## src/rtl/aux_env_pkg.sv

```systemverilog
package aux_env_pkg;
  localparam int SPD_CNT_W = 5;
  localparam int SPD_RNG_W = 2;

  typedef struct packed {
    logic                 invalid;
    logic [SPD_CNT_W-1:0] count;
    logic [SPD_RNG_W-1:0] range;
  } spd_word_t;
endpackage

```

## src/rtl/env_persist.sv

```systemverilog
// Level-persistence timer: declares label / blank tape after a steady run.
module env_persist #(
  parameter int HOLD_BLOCKS = 8
) (
  input  logic clk,
  input  logic rst,
  input  logic search_en,
  input  logic env_now,
  input  logic env_held,
  input  logic blk_tick,
  output logic label_o,
  output logic virgin_o
);
  localparam int RUN_W = $clog2(HOLD_BLOCKS + 1);
  localparam logic [RUN_W-1:0] RUN_FULL = RUN_W'(HOLD_BLOCKS);

  logic [RUN_W-1:0] run_q;

  always_ff @(posedge clk) begin
    if (rst || !search_en) begin
      run_q    <= '0;
      label_o  <= 1'b0;
      virgin_o <= 1'b0;
    end else begin
      if (env_now != env_held)
        run_q <= '0;
      else if (blk_tick && run_q != RUN_FULL)
        run_q <= run_q + 1'b1;
      if (run_q == RUN_FULL) begin
        label_o  <= env_held;
        virgin_o <= ~env_held;
      end
    end
  end
endmodule

```

## src/rtl/burst_timer.sv

```systemverilog
// Measures envelope-high bursts in prescaled clock periods.
module burst_timer #(
  parameter int BASE_DIV = 64,
  parameter int CNT_W    = 5,
  parameter int RNG_W    = 2
) (
  input  logic             clk,
  input  logic             rst,
  input  logic             search_en,
  input  logic             burst_start,
  input  logic             burst_live,
  input  logic [RNG_W-1:0] range_i,
  output logic [CNT_W-1:0] len_o
);
  localparam int PRE_W = $clog2(BASE_DIV);
  localparam logic [CNT_W-1:0] CNT_TOP = {CNT_W{1'b1}};

  logic [PRE_W-1:0] pre_q;
  logic [PRE_W-1:0] div_m1;

  assign div_m1 = PRE_W'((BASE_DIV >> range_i) - 1);

  always_ff @(posedge clk) begin
    if (rst || !search_en) begin
      pre_q <= '0;
      len_o <= '0;
    end else if (burst_start) begin
      pre_q <= '0;
      len_o <= '0;
    end else if (burst_live) begin
      if (pre_q == div_m1) begin
        pre_q <= '0;
        if (len_o != CNT_TOP)
          len_o <= len_o + 1'b1;
      end else begin
        pre_q <= pre_q + 1'b1;
      end
    end
  end
endmodule

```

## src/rtl/range_ctrl.sv

```systemverilog
// Auto-ranging controller and speed word register.
module range_ctrl
  import aux_env_pkg::*;
#(
  parameter int LOW_LIM  = 4,
  parameter int HIGH_LIM = 16
) (
  input  logic                 clk,
  input  logic                 rst,
  input  logic                 search_en,
  input  logic                 burst_end,
  input  logic [SPD_CNT_W-1:0] len_i,
  output logic [SPD_RNG_W-1:0] range_o,
  output spd_word_t            spd_o
);
  localparam logic [SPD_RNG_W-1:0] RNG_TOP = {SPD_RNG_W{1'b1}};

  logic seen_q;
  logic step_up;
  logic step_dn;

  assign step_up = (len_i < SPD_CNT_W'(LOW_LIM)) && (range_o != RNG_TOP);
  assign step_dn = (len_i > SPD_CNT_W'(HIGH_LIM)) && (range_o != '0);

  always_ff @(posedge clk) begin
    if (rst || !search_en) begin
      range_o <= '0;
      spd_o   <= '0;
      seen_q  <= 1'b0;
    end else begin
      seen_q <= 1'b1;
      if (!seen_q)
        spd_o.invalid <= 1'b1;
      if (burst_end) begin
        spd_o.count   <= len_i;
        spd_o.range   <= range_o;
        spd_o.invalid <= step_up | step_dn;
        if (step_up)
          range_o <= range_o + 1'b1;
        else if (step_dn)
          range_o <= range_o - 1'b1;
      end
    end
  end
endmodule

```

## src/rtl/aux_env_monitor.sv

```systemverilog
module aux_env_monitor
  import aux_env_pkg::*;
#(
  parameter int HOLD_BLOCKS = 8,
  parameter int BASE_DIV    = 64,
  parameter int LOW_LIM     = 4,
  parameter int HIGH_LIM    = 16
) (
  input  logic                 clk,
  input  logic                 rst,
  input  logic                 search_en,
  input  logic                 env_in,
  input  logic                 blk_tick,
  output logic                 env_out,
  output logic                 label,
  output logic                 virgin,
  output logic                 spd_invalid,
  output logic [SPD_CNT_W-1:0] spd_count,
  output logic [SPD_RNG_W-1:0] spd_range
);
  logic                 env_q;
  logic                 burst_start;
  logic                 burst_live;
  logic                 burst_end;
  logic [SPD_CNT_W-1:0] len_w;
  logic [SPD_RNG_W-1:0] cur_range;
  spd_word_t            spd_w;

  always_ff @(posedge clk) begin
    if (rst || !search_en)
      env_q <= 1'b0;
    else
      env_q <= env_in;
  end

  assign burst_start = env_in & ~env_q;
  assign burst_live  = env_in & env_q;
  assign burst_end   = env_q & ~env_in;

  env_persist #(.HOLD_BLOCKS(HOLD_BLOCKS)) u_persist (
    .clk      (clk),
    .rst      (rst),
    .search_en(search_en),
    .env_now  (env_in),
    .env_held (env_q),
    .blk_tick (blk_tick),
    .label_o  (label),
    .virgin_o (virgin)
  );

  burst_timer #(
    .BASE_DIV(BASE_DIV),
    .CNT_W   (SPD_CNT_W),
    .RNG_W   (SPD_RNG_W)
  ) u_timer (
    .clk        (clk),
    .rst        (rst),
    .search_en  (search_en),
    .burst_start(burst_start),
    .burst_live (burst_live),
    .range_i    (cur_range),
    .len_o      (len_w)
  );

  range_ctrl #(
    .LOW_LIM (LOW_LIM),
    .HIGH_LIM(HIGH_LIM)
  ) u_range (
    .clk      (clk),
    .rst      (rst),
    .search_en(search_en),
    .burst_end(burst_end),
    .len_i    (len_w),
    .range_o  (cur_range),
    .spd_o    (spd_w)
  );

  assign env_out     = env_q;
  assign spd_invalid = spd_w.invalid;
  assign spd_count   = spd_w.count;
  assign spd_range   = spd_w.range;
endmodule

```

## config.mk

```make
export PLATFORM = sky130hd
export DESIGN_NAME = aux_env_monitor
export DESIGN_NICKNAME = d
export VERILOG_FILES = /design/src/rtl/aux_env_pkg.sv /design/src/rtl/env_persist.sv /design/src/rtl/burst_timer.sv /design/src/rtl/range_ctrl.sv /design/src/rtl/aux_env_monitor.sv
export SDC_FILE = /design/constraint.sdc
export NUM_CORES = 1
export LEC_CHECK = 0
export BUFFER_PORTS_ARGS = -buffer_cell sky130_fd_sc_hd__buf_2
export CAP_MARGIN = 20
export CELL_PAD_IN_SITES_DETAIL_PLACEMENT = 1
export CELL_PAD_IN_SITES_GLOBAL_PLACEMENT = 1
export CORE_ASPECT_RATIO = 0.75
export CORE_MARGIN = 2
export CORE_UTILIZATION = 30
export CTS_BUF_LIST = sky130_fd_sc_hd__clkbuf_8
export DETAILED_ROUTE_END_ITERATION = 8
export PLACE_DENSITY = 0.59
export SLEW_MARGIN = 0
export SYNTH_ARGS = -nofsm -noshare
export SYNTH_HDL_FRONTEND = slang
export SYNTH_SLANG_ARGS = --single-unit
```

## constraint.sdc

```tcl
create_clock -name clk -period 2.15 [get_ports clk]
set_input_delay 0.1075 -clock clk [delete_from_list [all_inputs] [get_ports clk]]
set_output_delay 0.1075 -clock clk [all_outputs]
set_load 0.1 [all_outputs]
```

==> results of run 1 <==
cells in the final DEF, fill, tap and decap left out, types with 3 or more instances in the layout:
master	count
mux2i_1	6
dfxtp_1	28
nor2_1	22
nand2_1	7
buf_4	7
xor2_1	6
nand4_1	3
o21ai_0	4
clkbuf_8	5
a21oi_1	13
a211oi_1	3
ha_1	9
o31ai_1	3
nand3_1	4
xnor2_1	3
inv_1	11
buf_2	15
nand2b_1	4
layer usage:
metal,GRT usage,vias up
met5,0,-
met1,0.1970,514
met4,0.07500,0
met2,0.2033,16
met3,0.04335,7
li1,-,565
worst max-delay path: cells and delay by family (launching register included):
| kind | cells | cell delay (ns) |
|---|---|---|
| flip-flops | 1 | 0.35 |
| AND/OR/NAND/NOR | 3 | 1.11 |
| AO/OA/AOI/OAI | 1 | 0.13 |
| adder cells (fa/ha/maj) | 2 | 0.39 |
where the power goes:
part | leakage, nW | switching [mW] | internal [mW]
clock | 0.0491 | 0.220 | 0.219
combinational | 0.358 | 0.0372 | 0.0153
sequential | 0.235 | 0.00336 | 0.541
total | 0.642 | 0.261 | 0.775
cells in the mapped netlist:
| cell type | instances |
|---|---|
| buf_6 | 1 |
| a31o_2 | 1 |
| xor2_1 | 6 |
| a21oi_1 | 14 |
| o22ai_1 | 1 |
| ha_1 | 9 |
| dfxtp_1 | 29 |
| nand2b_1 | 4 |
| nand3_1 | 4 |
| clkbuf_2 | 1 |
| nor2b_1 | 1 |
| nor3b_1 | 1 |
| mux2i_1 | 6 |
| nor2_1 | 22 |
| buf_2 | 2 |
| xnor2_1 | 3 |
| or2b_1 | 1 |
| and4bb_2 | 2 |
| clkbuf_1 | 3 |
| nand4_1 | 3 |
| a211oi_1 | 3 |
| or4_1 | 3 |
| buf_1 | 1 |
| nand2_1 | 7 |
| or3_1 | 1 |
| o21ai_0 | 4 |
| nand3b_1 | 1 |
| inv_1 | 10 |
| or3b_1 | 1 |
| o31ai_1 | 3 |
| or4b_1 | 2 |
| o21bai_1 | 1 |
| a211o_1 | 1 |
| and3_1 | 1 |
final timing paths:
| kind | cells past startpoint | start | endpoint |
|---|---|---|---|
| setup / recovery | 6 | u_timer.len_o[1] | u_timer.len_o[3] |
| hold / removal | 3 | env_in | env_out |
| setup reg to reg | 6 | u_timer.len_o[1] | u_timer.len_o[3] |
| hold reg to reg | 2 | u_range.spd_o[0] | u_range.spd_o[0] |
repair_timing:
action	CTS	global route
resized for setup	1	2
hold buffers	0	0
setup endpoints to repair	1	1
hold endpoints to repair	0	0
sequential cells by signal (all words and copies together) (netlist names):
| name | cells |
|---|---|
| u_persist.virgin_o | 1 |
| u_range.seen_q | 1 |
| u_persist.run_q | 4 |
| env_out | 1 |
| u_timer.len_o | 5 |
| u_timer.pre_q | 6 |
| u_range.range_o | 2 |
| u_range.spd_o | 8 |
| u_persist.label_o | 1 |
logic make-up after synthesis:
group,count (synthesis)
buf+inv,18
fa+ha+maj,9
mux,6
simple gates,54
xor+xnor,9
flops,29
compound gates,28
metrics by stage:
stage	total power [mW]	area [sq um]	cells
after floorplan	0.5924	1371	153
after global placement	0.6070	1529	224
after detailed placement	0.6089	1529	224
after CTS	1.053	1614	232
after global routing	1.084	1622	232
final	1.036	1622	232
layout make-up:
| class | instances | share of cell area |
|---|---|---|
| clock inverters | 3 | 0.008488 |
| flip-flops and latches | 29 | 0.3603 |
| well taps | 57 | 0.04398 |
| clock buffers | 5 | 0.04244 |
| multi-input cells | 106 | 0.4429 |
| repair buffers | 22 | 0.07870 |
| inverters | 10 | 0.02315 |
==> run metrics, run 1 <==
xor and xnor area share after synthesis=0.05764; area grow syn2layout=18.57%; Finished Core Util=0.3673; Residual DRC=0; Crit path required time=2.37 ns; YS warnings=0; most frequent CP cell=ha_1; Slew Viols, Final=0; CTS Root Cell=clkbuf_8; Worst-Margin Slew=0.4873 ns; hold crit path type=input port to register; Initial DRC Count=28; post-synthesis instance area=approximately 0.0014 sq mm; vias after detailed routing=~1100; fin crit share=0.9593; die width=81.96 microns; WL per Instance=about 14 microns; die area=between 0.005 and 0.006 sq mm; clk slew on worst S/H paths=about 0.06 ns; H-tree Lvls=2; core area=~0.0044 sq mm; WL final=roughly 3.2 mm; slowest stage cell, crit path=or4_4; CP Cell Sequence=ha_1 > and3_1 > ha_1 > or3b_4 > or4_4 > a21oi_2; Leak=about 0.64 nW; Setup-failing EPs final=0; Highest Clock Rate=~480 MHz; GRT Total Usage=0.1445; Worst slew margin=0.6774; pre-CTS WS=approximately 0.017 ns; fillers=between 500 and 600; adder-cell share of the synthesized area=0.08234; # port buffers=15; n_diodes=0; GRT Residual Overflow=0; CP Capture Type=register; CP peak stage delay=just under 0.5 ns; final worst path period need=roughly 2.1 ns; drt pass-1 iters=4; antenna violations before repair=0; peak supply drop=~0.28 mV; Metal-1 WL=around 1.7 mm; Die Span Y=62.47 microns; Worst Skew=roughly 0.0020 ns; CTS tree=yes; Setup CP Type=register to register; final setup TNS=0 ns; Synth Area in Simple Gates=0.2123; Post-CTS Setup Bufs=0; r2r setup slk=approximately 0.087 ns; number of synthesized register bits=29; HPWL Detailed=2.387 mm; CTS Buffer Depth=2; fin nets=188; post-synth top area cell=dfxtp_1; largest cells by area after synthesis=dfxtp_1 42%, ha_1 8.2%, nor2_1 6.0%, a21oi_1 5.1%, mux2i_1 4.4%; FP Rows=21; global-route wire length before repair=5.492 mm; post-synth net total=around 170; final setup margin=roughly 0.09 ns; number of I/O pins=16; Initial Util=0.3098; Max-Cap Viols=0; register area=between 500 and 600 sq um; status=finished, final reports clean; WHS=roughly 0.094 ns; Power Density=between 600 and 700 mW/mm^2; crit-path max FO=8; distinct cell type count after synthesis=34; clock sink count=29; register area share after synthesis=0.4245; CP arrival=2.29 ns; mux cell area share after synthesis=0.04392; share of the synthesized area in the top cell type=0.4245; met2 routed WL=1.306 mm; total CTS buffers=5; largest family of logic cells by synthesized area=simple AND/OR/NAND/NOR gates; vias in the first global route=1123; unrepaired setup endpoints after global routing=no; worst skew pair latency=0.29 ns; Final ANT Viol Nets=0; CP startpoint kind=register; layout cell share with drive strength beyond 1=0.2057; largest net degree at the start of global routing=15; Synth Area in Compound Gates=0.1217; number of vias per cell=roughly 4.8; Top Metal Used=met4; syn_area_per_cell=8.938 sq um; post-synthesis cell count=around 150; WL met3=123 microns; area of the multi-input gates=roughly 720 sq um; GP Congestion=around 0.77; Hold Fails Final Rpt=0
(Power assumes the default switching activity.)
==> run 2, diff against run 1 <==
--- a/config.mk
+++ b/config.mk
@@ -14,7 +14,8 @@
 export CORE_UTILIZATION = 30
 export CTS_BUF_LIST = sky130_fd_sc_hd__clkbuf_8
 export DETAILED_ROUTE_END_ITERATION = 8
-export PLACE_DENSITY = 0.59
+export PLACE_DENSITY = 0.56
+export RECOVER_POWER = 100
 export SLEW_MARGIN = 0
 export SYNTH_ARGS = -nofsm -noshare
 export SYNTH_HDL_FRONTEND = slang
==> constraint.sdc (replaced) <==
create_clock -name clk -period 2.1 [get_ports clk]
set_input_delay 0.105 -clock clk [delete_from_list [all_inputs] [get_ports clk]]
set_output_delay 0.105 -clock clk [all_outputs]
set_load 0.1 [all_outputs]
==> run 2 against run 1 <==
  * Clock power grew 6.4%
  * Register-to-register slack gained 0.04 ns
  * Non-clock buffer count grew 1
  * Combinational power is essentially flat
  * Flip-flop and latch count is the same
  * First-iteration DRC count grew 11%
  * Clock skew grew 0.0045 ns
  * Via count grew 1.3%
==> run metrics, run 2 (synthesis gave the netlist of run 1 again) <==
total CTS buffers=5 (unchanged); Psw=0.2514 mW (-3.6%); max reg flops=8 (unchanged); register area=580.6 sq um (-0.64%); crit-path max FO=7 (-1); worst skew pair latency=0.28 ns (about the same); Setup CP Type=register to register; Int Power=0.8258 mW (+6.6%); FP Rows=21 (unchanged); Leak=0.5784 nW (-10%); fin crit share=0.9372 (-0.02218); GRT Residual Overflow=0 (unchanged); Gate power share=0.049 (-0.002); most flop-heavy register=u_range.spd_o; Slew Viols, Final=0 (unchanged); Highest Clock Rate=508.1 MHz (+4.8%); slowest stage cell, crit path=or4_1; Residual DRC=0 (unchanged); CP peak stage delay=0.48 ns (about the same); Worst slew margin=0.2141 (-0.4633); H-tree Lvls=2 (unchanged); status=finished, final reports clean; area grow syn2layout=17.57%; Initial Util=0.3098 (unchanged); GRT Total Usage=0.1464 (+0.001864); Final ANT Viol Nets=0 (unchanged); Power Density=670.0 mW/mm^2 (+4.9%); die area=0.005120 sq mm (unchanged); CTS Buffer Depth=2 (unchanged); fin area=0.001608 sq mm (-0.85%); area of the multi-input gates=725.7 sq um (+1.0%); Net Sw Frac=0.2334 (-0.01849); vias in the first global route=1250 (+11%); CP top delay family=simple AND/OR/NAND/NOR gates; CP Capture Type=register; unrepaired setup endpoints after global routing=no; die width=81.96 microns (unchanged); Crit path required time=2.31 ns (-0.06 ns); Largest regs=u_range.spd_o (8), u_timer.pre_q (6), u_timer.len_o (5); Worst Skew=0.006458 ns (+0.004501 ns); clk slew on worst S/H paths=0.06 ns (about the same); Worst Path Buf+Inv=0 (unchanged); # port buffers=15 (unchanged); clock sink count=29 (unchanged); CP Cell Sequence=ha_1 > and3_1 > ha_2 > or3b_4 > or4_1 > a21oi_1; final worst path period need=1.968 ns (-0.09454 ns); CTS tree=yes; Seq pwr share=0.518 (-0.007); number of vias per cell=4.790 (+0.84%); commonest non-fill, non-tap cell in the layout=dfxtp_1; most frequent cells in the layout=29 x dfxtp_1, 22 x nor2_1, 16 x clkbuf_1; global-route wire length before repair=5.685 mm (+3.5%); n_diodes=0 (unchanged); HPWL Detailed=2.385 mm (about the same); Hold Fails Final Rpt=0 (unchanged); CP arrival=2.18 ns (-0.11 ns); WL final=3.164 mm (-1.6%); antenna violations before repair=0 (unchanged); Initial DRC Count=31 (+11%); hold crit path type=input port to register; layout cell share with drive strength beyond 1=0.1080 (-0.09776); vias after detailed routing=1116 (+1.3%); fin nets=189 (+0.53%); WL per Instance=13.58 microns (-2.0%); final setup TNS=0 ns (unchanged); clock network fraction of total power=0.433 (+0.009); drt pass-1 iters=4 (unchanged); Setup-failing EPs final=0 (unchanged); GP Congestion=0.7868 (+1.6%); number of I/O pins=16 (unchanged); Worst-Margin Slew=1.184 ns (+0.6966 ns); CTS Root Cell=clkbuf_8; fillers=552 (+2.0%); Max-Cap Viols=0 (unchanged); Die Span Y=62.47 microns (unchanged); WHS=0.09727 ns (+0.002811 ns); peak supply drop=0.3954 mV (+42%); largest net degree at the start of global routing=15 (unchanged); core area=0.004414 sq mm (unchanged); Placed Area=0.001541 sq mm (+0.82%); CP startpoint kind=register
## run 2: changes by cell type in the layout (fill, tap and decap cells not counted), sizes merged
| cell | change |
|---|---|
| inv | +1 |
| clkinv | -2 |
| buf | -15 |
| clkbuf | +17 |
## run 2: final cells by class
class / instances / area share
timing repair buffer: 23 / 0.06381
tap: 57 / 0.04436
clock inverter: 2 / 0.004669
inverter: 10 / 0.02335
sequential: 29 / 0.3611
multi-input combinational: 106 / 0.4514
clock buffer: 6 / 0.05136
## run 2: what timing repair did
action	CTS	global route
buffers inserted	0	1
setup endpoints to repair	0	2
endpoints found under the hold margin	0	0
resized for setup	0	2
hold buffers	0	0
## run 2: worst paths after layout
| kind | from | to | slack [ns] | cells past startpoint |
|---|---|---|---|---|
| hold reg to reg | u_range.spd_o[0] | u_range.spd_o[0] | 0.48 | 2 |
| setup reg to reg | u_timer.len_o[0] | u_timer.len_o[3] | 0.13 | 6 |
| setup / recovery | u_timer.len_o[0] | u_timer.len_o[3] | 0.13 | 6 |
| hold / removal | search_en | u_range.seen_q | 0.1 | 3 |
## run 2: power by group through the flow
stage	sequential, mW	clock (mW)	combinational (mW)
finish	0.558	0.467	0.0523
global route	0.558	0.514	0.0576
CTS	0.557	0.486	0.0560
detailed placement	0.570	0	0.0557
global placement	0.569	0	0.0539
floorplan	0.582	0	0.0245
## run 2: routing by layer
| metal | GRT usage | routed length (microns) | up-vias | part of all wire |
|---|---|---|---|---|
| met5 | 0 | 0 | - | 0 |
| met4 | 0.08125 | 87 | 0 | 0.027 |
| met3 | 0.04335 | 102 | 10 | 0.032 |
| met2 | 0.2175 | 1385 | 18 | 0.44 |
| met1 | 0.1872 | 1589 | 522 | 0.50 |
| li1 | - | - | 566 | - |
## run 2: worst register-to-register path: stages (launching register included)
cell,delay (ns)
dfxtp_1,0.31
ha_1,0.20
and3_1,0.19
ha_2,0.18
or3b_4,0.41
or4_1,0.48
a21oi_1,0.13
## run 2: through the flow
step | instances | setup WS, ns | power [mW] | utilization
2_1_floorplan | 153 | 0.02387 | 0.6069 | -
4_1_cts | 232 | 0.007777 | 1.099 | 0.3696
6_report | 233 | 0.1320 | 1.077 | 0.3642
3_5_place_dp | 224 | 0.03571 | 0.6253 | 0.3492
5_1_grt | 233 | 0.03052 | 1.130 | 0.3642
3_3_place_gp | 224 | 0.08449 | 0.6232 | 0.3492
==> run 3, diff against run 2 <==
--- a/config.mk
+++ b/config.mk
@@ -5,16 +5,16 @@
 export SDC_FILE = /design/constraint.sdc
 export NUM_CORES = 1
 export LEC_CHECK = 0
-export BUFFER_PORTS_ARGS = -buffer_cell sky130_fd_sc_hd__buf_2
+export BUFFER_PORTS_ARGS = -buffer_cell sky130_fd_sc_hd__buf_4
 export CAP_MARGIN = 20
 export CELL_PAD_IN_SITES_DETAIL_PLACEMENT = 1
 export CELL_PAD_IN_SITES_GLOBAL_PLACEMENT = 1
 export CORE_ASPECT_RATIO = 0.75
-export CORE_MARGIN = 2
+export CORE_MARGIN = 1.5
 export CORE_UTILIZATION = 30
 export CTS_BUF_LIST = sky130_fd_sc_hd__clkbuf_8
 export DETAILED_ROUTE_END_ITERATION = 8
-export PLACE_DENSITY = 0.56
+export PLACE_DENSITY_LB_ADDON = 0.1
 export RECOVER_POWER = 100
 export SLEW_MARGIN = 0
 export SYNTH_ARGS = -nofsm -noshare
==> run 3 against run 2 <==
  * Global-route usage decreased by 1.1 points
  * First-iteration DRC count decreased by 23%
  * Die area is 2.8% lower
  * Setup slack worse by 0.050 ns
  * Clock power decreased by 5.4%
  * Critical endpoint unchanged
  * Largest cell class unchanged
  * Largest power group unchanged
==> run metrics, run 3 (synthesis gave the netlist of run 1 again) <==
vias in the first global route=1046 (-16%); GRT Residual Overflow=0 (unchanged); Crit path required time=2.31 ns (about the same); most flop-heavy register=u_range.spd_o; status=finished, final reports clean; power consumption=1.056 mW (-2.0%); Max-Cap Viols=0 (unchanged); Worst slew margin=0.2161 (+0.001993); Power Density=650.4 mW/mm^2 (-2.9%); # port buffers=15 (unchanged); die area=0.004977 sq mm (-2.8%); commonest non-fill, non-tap cell in the layout=dfxtp_1; hold worst-path end=env_out; final worst path period need=2.018 ns (+0.05040 ns); R2R Path Start=u_timer.len_o[0]; area grow syn2layout=18.66%; Worst Reg2Reg Path Length in Cells=6 (unchanged); fin crit share=0.9612 (+0.02400); core area=0.004414 sq mm (unchanged); CP Capture Type=register; Die Span Y=61.47 microns (-1.6%); Setup CP Type=register to register; pre-CTS WS=0.02004 ns (-0.01567 ns); number of I/O pins=16 (unchanged); filler-free cell count of the finished design=233 (unchanged); CTS Buffer Depth=2 (unchanged); worst skew pair latency=0.28 ns (about the same); DP Cell Count=225 (+0.45%); Residual DRC=0 (unchanged); peak supply drop=0.3428 mV (-13%); die width=80.96 microns (-1.2%); total CTS buffers=5 (unchanged); fillers=532 (-3.6%); CP arrival=2.23 ns (+0.05 ns); largest net degree at the start of global routing=15 (unchanged); clock sink count=29 (unchanged); FP Rows=21 (unchanged); clk slew on worst S/H paths=0.07 ns (about the same); Leak=0.5811 nW (+0.46%); antenna violations before repair=0 (unchanged); hold crit path type=input port to register; vias after detailed routing=1091 (-2.2%); Largest regs=u_range.spd_o (8), u_timer.pre_q (6), u_timer.len_o (5); unrepaired setup endpoints after global routing=no; hold path start=env_in; layout cell share with drive strength beyond 1=0.1307 (+0.02273); Setup-failing EPs final=0 (unchanged); final setup TNS=0 ns (unchanged); most frequent cells in the layout=29 x dfxtp_1, 22 x nor2_1, 15 x clkbuf_1; WHS Path Cells=3 (unchanged); global-route wire length before repair=4.919 mm (-13%); CTS Root Cell=clkbuf_8; HPWL Detailed=2.355 mm (-1.3%); RR Endpoint=u_timer.len_o[3]; Initial DRC Count=24 (-23%); H-tree Lvls=2 (unchanged); max reg flops=8 (unchanged); r2r setup slk=0.08 ns (-0.05 ns); Worst-Margin Slew=1.181 ns (-0.003003 ns); CTS tree=yes; Worst Skew=0.009120 ns (+0.002662 ns); Highest Clock Rate=495.4 MHz (-2.5%); crit-path max FO=8 (+1); Slew Viols, Final=0 (unchanged); final setup margin=0.08158 ns (-0.05040 ns); WL per Instance=13.00 microns (-4.3%); Final ANT Viol Nets=0 (unchanged); Initial Util=0.3098 (unchanged); number of vias per cell=4.682 (-2.2%); GRT Total Usage=0.1357 (-0.01067); n_diodes=0 (unchanged); WL final=3.029 mm (-4.3%); CP startpoint kind=register; fin nets=189 (unchanged); drt pass-1 iters=3 (-1); GP Congestion=0.7862 (about the same); # hold bufs at CTS=0 (unchanged); Hold Fails Final Rpt=0 (unchanged)
[run 3: cell types whose count changed in the layout (fill, tap and decap cells not counted), moves of 2 or more]
cell / change
buf_2: -4
clkinv_2: +2
inv_1: -2
buf_4: +4
[run 3: how the worst max path moves through the flow]
stage | slack (ns) | start | cells past startpoint | end
final | 0.08 | u_timer.len_o[0] | 6 | u_timer.len_o[3]
after detailed placement | 0.02 | u_timer.len_o[0] | 6 | u_timer.len_o[3]
after global placement | 0.07 | u_timer.len_o[0] | 6 | u_timer.len_o[3]
after global routing | 0.005 | u_timer.len_o[0] | 6 | u_timer.len_o[3]
after floorplan | 0.02 | env_out | 7 | u_timer.len_o[3]
after CTS | 0.03 | u_timer.len_o[0] | 6 | u_timer.len_o[3]
[run 3: per-stage QoR]
step | hold WS, ns | util | instance area [sq um]
floorplan | 0.2357 | - | 1384
global placement | 0.3885 | 0.3594 | 1587
detailed placement | 0.4006 | 0.3594 | 1587
CTS | 0.1091 | 0.3795 | 1675
global route | 0.1205 | 0.3676 | 1623
finish | 0.1150 | 0.3676 | 1623
[run 3: repair_timing]
item	in CTS	in global routing
gates resized for setup	1	2
setup endpoints to repair	1	1
setup buffers	0	0
pin swaps	0	1
[run 3: power by group]
group          leakage [nW]  internal, mW  total (mW)  switching, mW
logic                 0.303        0.0173      0.0556         0.0383
clock network        0.0439         0.228       0.442          0.214
registers             0.234         0.554       0.558        0.00366
[run 3: cell type report]
cell class | count | area (sq um) | area share
clock buffer | 5 | 68.82 | 0.04241
clock inverter | 3 | 17.52 | 0.01079
inverter | 10 | 37.54 | 0.02313
multi-input combinational | 106 | 730.7 | 0.4503
sequential | 29 | 580.6 | 0.3577
tap | 57 | 71.32 | 0.04395
timing repair buffer | 23 | 116.4 | 0.07170
[run 3: worst max-delay path, stage by stage (launching register included)]
cell and delay [ns]:
dfxtp_1 0.32, ha_1 0.20, and3_1 0.18, ha_1 0.20, or3b_4 0.42, or4_4 0.49, a21oi_2 0.15
[run 3: layer usage]
metal	up-vias	track usage	routed length, microns
met3	2	0.05037	98
met4	0	0.04433	20
li1	567	-	-
met1	510	0.1843	1610
met5	-	0	0
met2	12	0.2000	1301
